**src/rtl/xdr_pkg.sv**
```systemverilog
package xdr_pkg;

  typedef enum logic [1:0] {
    RT_NONE        = 2'd0,
    RT_EXTERNAL    = 2'd1,
    RT_LOCAL_QUIET = 2'd2,
    RT_LOCAL_ECHO  = 2'd3
  } route_e;

  // Routing decision for one access
  function automatic route_e route_of(input logic req, input logic ram_off,
                                      input logic echo, input logic in_win);
    if (!req)                 return RT_NONE;
    else if (ram_off || !in_win) return RT_EXTERNAL;
    else if (echo)            return RT_LOCAL_ECHO;
    else                      return RT_LOCAL_QUIET;
  endfunction

  function automatic logic route_visible(input route_e r);
    return (r == RT_EXTERNAL) || (r == RT_LOCAL_ECHO);
  endfunction

  function automatic logic route_local(input route_e r);
    return (r == RT_LOCAL_QUIET) || (r == RT_LOCAL_ECHO);
  endfunction

endpackage

```
**src/rtl/xdr_ctrl_reg.sv**
```systemverilog
module xdr_ctrl_reg #(
  parameter int         SFR_W       = 8,
  parameter logic [7:0] CTRL_ADDR   = 8'hB1,
  parameter logic [7:0] UNLOCK_ADDR = 8'hB2,
  parameter logic [7:0] UNLOCK_KEY  = 8'hA5
) (
  input  logic             clk,
  input  logic             rst_n,
  input  logic             wr,
  input  logic [SFR_W-1:0] addr,
  input  logic [SFR_W-1:0] wdata,
  output logic [SFR_W-1:0] rdata,
  output logic             ram_off,
  output logic             echo,
  output logic             armed
);

  logic hit_ctrl, hit_key, key_ok;

  assign hit_ctrl = (addr == SFR_W'(CTRL_ADDR));
  assign hit_key  = (addr == SFR_W'(UNLOCK_ADDR));
  assign key_ok   = hit_key && (wdata == SFR_W'(UNLOCK_KEY));

  always_ff @(posedge clk) begin
    if (!rst_n) begin
      ram_off <= 1'b1;
      echo    <= 1'b0;
      armed   <= 1'b0;
    end else if (wr) begin
      armed <= key_ok;
      if (hit_ctrl) begin
        echo <= wdata[1];
        if (armed) ram_off <= wdata[0];
      end
    end
  end

  always_comb begin
    rdata = '0;
    if (hit_ctrl) rdata[1:0] = {echo, ram_off};
  end

endmodule

```
**src/rtl/xdr_window.sv**
```systemverilog
module xdr_window #(
  parameter int            ADDR_W   = 16,
  parameter int            RAM_AW   = 8,
  parameter logic [15:0]   WIN_BASE = 16'hFF00
) (
  input  logic [ADDR_W-1:0] addr,
  output logic              in_win,
  output logic [RAM_AW-1:0] idx
);

  localparam int TAG_W = ADDR_W - RAM_AW;
  localparam logic [ADDR_W-1:0] BASE = ADDR_W'(WIN_BASE);

  function automatic logic tag_match(input logic [ADDR_W-1:0] a);
    return a[ADDR_W-1:RAM_AW] == BASE[ADDR_W-1:RAM_AW];
  endfunction

  generate
    if (TAG_W > 0) begin : g_tag
      assign in_win = tag_match(addr);
    end else begin : g_full
      assign in_win = 1'b1;
    end
  endgenerate

  assign idx = addr[RAM_AW-1:0];

endmodule

```
**src/rtl/xdr_ram.sv**
```systemverilog
module xdr_ram #(
  parameter int AW = 8,
  parameter int DW = 8
) (
  input  logic          clk,
  input  logic          we,
  input  logic          re,
  input  logic [AW-1:0] addr,
  input  logic [DW-1:0] wdata,
  output logic [DW-1:0] q
);

  localparam int DEPTH = 1 << AW;

  logic [DW-1:0] mem [DEPTH];

  always_ff @(posedge clk) begin
    if (we) mem[addr] <= wdata;
    if (re) q <= mem[addr];
  end

endmodule

```
**src/rtl/xdata_router.sv**
```systemverilog
module xdata_router #(
  parameter int          ADDR_W      = 16,
  parameter int          DATA_W      = 8,
  parameter int          SFR_W       = 8,
  parameter int          RAM_AW      = 8,
  parameter logic [15:0] WIN_BASE    = 16'hFF00,
  parameter logic [7:0]  CTRL_ADDR   = 8'hB1,
  parameter logic [7:0]  UNLOCK_ADDR = 8'hB2,
  parameter logic [7:0]  UNLOCK_KEY  = 8'hA5
) (
  input  logic              clk,
  input  logic              rst_n,
  input  logic              sfr_wr,
  input  logic [SFR_W-1:0]  sfr_addr,
  input  logic [SFR_W-1:0]  sfr_wdata,
  output logic [SFR_W-1:0]  sfr_rdata,
  input  logic              acc_req,
  input  logic              acc_we,
  input  logic [ADDR_W-1:0] acc_addr,
  input  logic [DATA_W-1:0] acc_wdata,
  output logic              acc_rvalid,
  output logic [DATA_W-1:0] acc_rdata,
  output logic              bus_rd_n,
  output logic              bus_wr_n,
  output logic [ADDR_W-1:0] bus_addr,
  output logic [DATA_W-1:0] bus_dout,
  output logic              bus_dout_oe,
  input  logic [DATA_W-1:0] bus_din
);
  import xdr_pkg::*;

  // Named internal events, visible to the checker
  logic              map_off, map_echo, armed, in_win;
  logic [RAM_AW-1:0] ram_idx;
  logic [DATA_W-1:0] ram_q;
  route_e            route;
  logic              ev_visible, ev_local, ev_local_wr, ev_local_rd;
  logic              src_local_q;

  xdr_ctrl_reg #(
    .SFR_W(SFR_W), .CTRL_ADDR(CTRL_ADDR),
    .UNLOCK_ADDR(UNLOCK_ADDR), .UNLOCK_KEY(UNLOCK_KEY)
  ) u_ctrl (
    .clk(clk), .rst_n(rst_n), .wr(sfr_wr), .addr(sfr_addr),
    .wdata(sfr_wdata), .rdata(sfr_rdata),
    .ram_off(map_off), .echo(map_echo), .armed(armed)
  );

  xdr_window #(.ADDR_W(ADDR_W), .RAM_AW(RAM_AW), .WIN_BASE(WIN_BASE)) u_win (
    .addr(acc_addr), .in_win(in_win), .idx(ram_idx)
  );

  assign route       = route_of(acc_req, map_off, map_echo, in_win);
  assign ev_visible  = route_visible(route);
  assign ev_local    = route_local(route);
  assign ev_local_wr = ev_local && acc_we;
  assign ev_local_rd = ev_local && !acc_we;

  xdr_ram #(.AW(RAM_AW), .DW(DATA_W)) u_ram (
    .clk(clk), .we(ev_local_wr), .re(ev_local_rd),
    .addr(ram_idx), .wdata(acc_wdata), .q(ram_q)
  );

  // One-cycle bus phase following the request
  always_ff @(posedge clk) begin
    if (!rst_n) begin
      bus_rd_n    <= 1'b1;
      bus_wr_n    <= 1'b1;
      bus_addr    <= '0;
      bus_dout    <= '0;
      bus_dout_oe <= 1'b0;
      acc_rvalid  <= 1'b0;
      src_local_q <= 1'b0;
    end else begin
      bus_rd_n    <= !(ev_visible && !acc_we);
      bus_wr_n    <= !(ev_visible && acc_we);
      bus_addr    <= ev_visible ? acc_addr : '0;
      bus_dout    <= (ev_visible && acc_we) ? acc_wdata : '0;
      bus_dout_oe <= ev_visible && acc_we;
      acc_rvalid  <= acc_req && !acc_we;
      src_local_q <= ev_local_rd;
    end
  end

  always_comb begin
    acc_rdata = '0;
    if (acc_rvalid) acc_rdata = src_local_q ? ram_q : bus_din;
  end

endmodule

```
**config.mk**
```make
export PLATFORM = sky130hd
export DESIGN_NAME = xdata_router
export DESIGN_NICKNAME = d
export VERILOG_FILES = /design/src/rtl/xdr_pkg.sv /design/src/rtl/xdr_ctrl_reg.sv /design/src/rtl/xdr_window.sv /design/src/rtl/xdr_ram.sv /design/src/rtl/xdata_router.sv
export SDC_FILE = /design/constraint.sdc
export NUM_CORES = 2
export LEC_CHECK = 0
export BUFFER_PORTS_ARGS = -buffer_cell sky130_fd_sc_hd__buf_2
export CAP_MARGIN = 10
export CORE_MARGIN = 2
export CORE_UTILIZATION = 63
export CTS_BUF_LIST = sky130_fd_sc_hd__clkbuf_4 sky130_fd_sc_hd__clkbuf_8
export DETAILED_ROUTE_END_ITERATION = 12
export GPL_ROUTABILITY_DRIVEN = 0
export GPL_TIMING_DRIVEN = 0
export PLACE_DENSITY = 0.8
export SLEW_MARGIN = 0
export SYNTH_ARGS = -nofsm -noshare
export SYNTH_HDL_FRONTEND = slang
export SYNTH_SLANG_ARGS = --single-unit
```
**constraint.sdc**
```tcl
create_clock -name clk -period 3.6 [get_ports clk]
set_input_delay 0.54 -clock clk [delete_from_list [all_inputs] [get_ports clk]]
set_output_delay 0.54 -clock clk [all_outputs]
set_load 0.005 [all_outputs]
```
==> run metrics <==
Ys Warns 0; Critical Path Fanout Max 10; Reg area 62380 µm²; pin count of the biggest net entering global routing 162; worst reg2reg startpoint u_ctrl.ram_off; Compound-Gate Fraction of Synth Area 0.03604; Mapped Cells 3640; met1 GRT Util 0.4104; nature of the critical path startpoint input pin; clock root buffer clkbuf_8; RSZ-0062 raised after global routing true; Fin. Hold Viols 0; outcome finished with violations; H-tree levels 5; Required @ worst endpoint 4140 ps; FP Rows 130; worst-case reg-to-reg path depth 6; final clock skew 85.69 ps; CP endpoint kind flop; wire length per cell 35.08 µm; count of pins over their slew limit 0; placeable core area 125400 µm²; TritonCTS Buffers 330; HP Start acc_wdata[6]; vias 41730; commonest non-fill, non-tap cells in the layout 2056 x edfxtp_1, 512 x mux4_2, 342 x clkbuf_8; vias in the first global route 41750; hold path cells 1; total track usage 0.3287; Synth Flop Type edfxtp_1; Post-synth EDFFs 2056; DIE HEIGHT 359.4 µm; VDD IR max 0.0004217 V; Setup CP Type in -> reg; RR Endpoint u_ram.mem[184][5]; die footprint 129200 µm²; share of layout cells above drive strength 1 0.3141; Post-Synth Simple-Gate Area 0.02028; total leakage power 27.77 nW; mux cell area share after synthesis 0.1460; DP HPWL 132500 µm; First DRT Iteration DRCs 6844; CTS max path bufs 4; DR vias/cell 6.951; grt met2 use 0.4896; chip width 359.4 µm; TritonCTS clock tree yes; netlist area before placement 79570 µm²; Fmax 257.5 MHz; Post-Route WL 210600 µm; I/O pins 97; multi-input logic area 16740 µm²; Post-synth ARST share 0; TNS Setup -1033 ps; Worst-path clk slew 60 ps; DRC violations left 0; fin cells 6004; Worst EP arrival 4420 ps; synthesis-to-layout area growth 12.84%; # placed instances 5395; failing checks setup timing; post-synthesis register bit count 2088; GRT met3 Usage 0.1351; Rel. slew slack 0.2617; antenna viol nets, final 0; nets 4163; register area share after synthesis 0.7839; Port Buffers 88; antenna violations before repair 20; number of fill cells 6816; syn_area_per_cell 21.86 µm²; Setup Viol. Count Final 44; period utilization 1.079; leading cell type in the layout, fill and taps excluded edfxtp_1; Synth Area in Adders 0; design area 89790 µm²; Cell Area, Placed 82500 µm²; gr ovfl total 0; largest family of logic cells by synthesized area multiplexers; Max-cap violations 0; Hold Path End u_ram.mem[85][6]; Synth Area in XOR/XNOR 0; later-pin clock latency in the skew report 1010 ps; busiest grt layer met2; Worst Hold Class in -> reg; Initial Util 0.6345; TritonCTS Sinks 2088; R2R Setup Slk -20 ps; first-pass GRT wire length 295000 µm; PnR worst setup slack -283.2 ps; minimum clock period 3883 ps; Pre-Repair DR Iteration Count 9; Pwr Density 540.3 nW/µm²; pre-CTS setup slack -2239 ps; Tightest Pin Transition 1107 ps; Distinct cells, synth 32
[final cells by class]
class                   instances  share of cell area
flip-flops and latches       2088              0.6948
multi-input cells            1319              0.1865
clock buffers                 433             0.05996
well taps                    1650             0.02299
plain buffers                 234             0.01295
repair buffers                135             0.01285
clock inverters               131            0.009601
diodes                         12           0.0003344
inverters                       2          0.00008361
[cells in the mapped netlist, types with 5 or more instances]
cell type	instances	share of area
clkbuf_1	148	0.0070
dfxtp_1	32	0.0081
nor2b_1	15	0.0012
nor4_1	5	0.00039
nand2_1	30	0.0014
edfxtp_1	2056	0.78
and3_1	9	0.00071
buf_4	7	0.00066
mux2i_1	9	0.0011
mux4_2	512	0.14
nand2b_1	5	0.00039
and2_1	21	0.0017
nand4_1	14	0.0011
o41ai_1	32	0.0035
buf_2	50	0.0031
a22oi_1	256	0.024
buf_6	14	0.0020
a21oi_1	128	0.0081
buf_1	17	0.00080
nor2_1	260	0.012
nand3_1	6	0.00038
[where the power goes]
part,leakage [nW],total [mW],switching (mW),internal [mW]
Sequential,18.7,26.7,0.00327,26.7
Clock,3.31,19.5,8.97,10.5
Combinational,5.73,2.34,1.57,0.775
[metrics by stage]
step           hold slack (ps)  total power, mW    util
3_3_place_gp             466.2            29.42  0.6546
5_1_grt                  61.58            49.55  0.7158
2_1_floorplan            448.2            28.35       -
3_5_place_dp             476.6            29.44  0.6579
4_1_cts                  8.695            48.44  0.7140
6_report                 67.64            48.51  0.7160
[worst max-delay path by stage]
stage / start / end / slack [ps] / depth (start not counted)
CTS: u_ctrl.ram_off / u_ram.mem[169][7] / -360 / 6
detailed placement: acc_addr[2] / u_ram.mem[147][5] / -2240 / 8
finish: acc_addr[1] / u_ram.q[2] / -280 / 8
global route: u_ctrl.ram_off / u_ram.mem[184][5] / -40 / 6
floorplan: acc_addr[1] / u_ram.mem[104][0] / 850 / 7
global placement: acc_addr[2] / u_ram.mem[115][0] / -2790 / 7
[worst max-delay path: stages]
cell and delay (ps):
clkbuf_2 350, clkbuf_2 520, clkbuf_2 430, mux4_2 410, a22oi_1 460, a21oi_1 230, o41ai_1 900, nand4_1 550
[routing by layer]
metal	part of all wire	vias up
met5	0.00046	-
met3	0.15	712
met1	0.33	21150
met4	0.065	13
met2	0.46	3493
li1	-	16370
[kinds of logic (layout without fill, tap and decap cells)]
| group | Yosys count | after routing |
|---|---|---|
| AO/OA/AOI/OAI | 419 | 419 |
| other | 1 | 18 |
| multiplexers | 521 | 521 |
| flip-flops | 2088 | 2088 |
| AND/OR/NAND/NOR | 373 | 373 |
| buffers and inverters | 238 | 935 |
[what timing repair did]
item	4_1_cts	5_1_grt
endpoints found under the setup margin	1931	1394
hold buffers	25	0
endpoints found under the hold margin	21	0
pin swaps	4	0
setup buffers	10	0
gates resized for setup	165	74
[flip-flops by register name, summed over array words and instances, names as in the netlist]
register	cells
u_ctrl.armed	1
bus_rd_n	1
src_local_q	1
bus_wr_n	1
u_ctrl.ram_off	1
bus_addr	16
bus_dout	8
u_ram.mem	2048
u_ram.q	8
bus_dout_oe	1
acc_rvalid	1
u_ctrl.echo	1
Note: power is estimated with default switching activity, not from simulation.
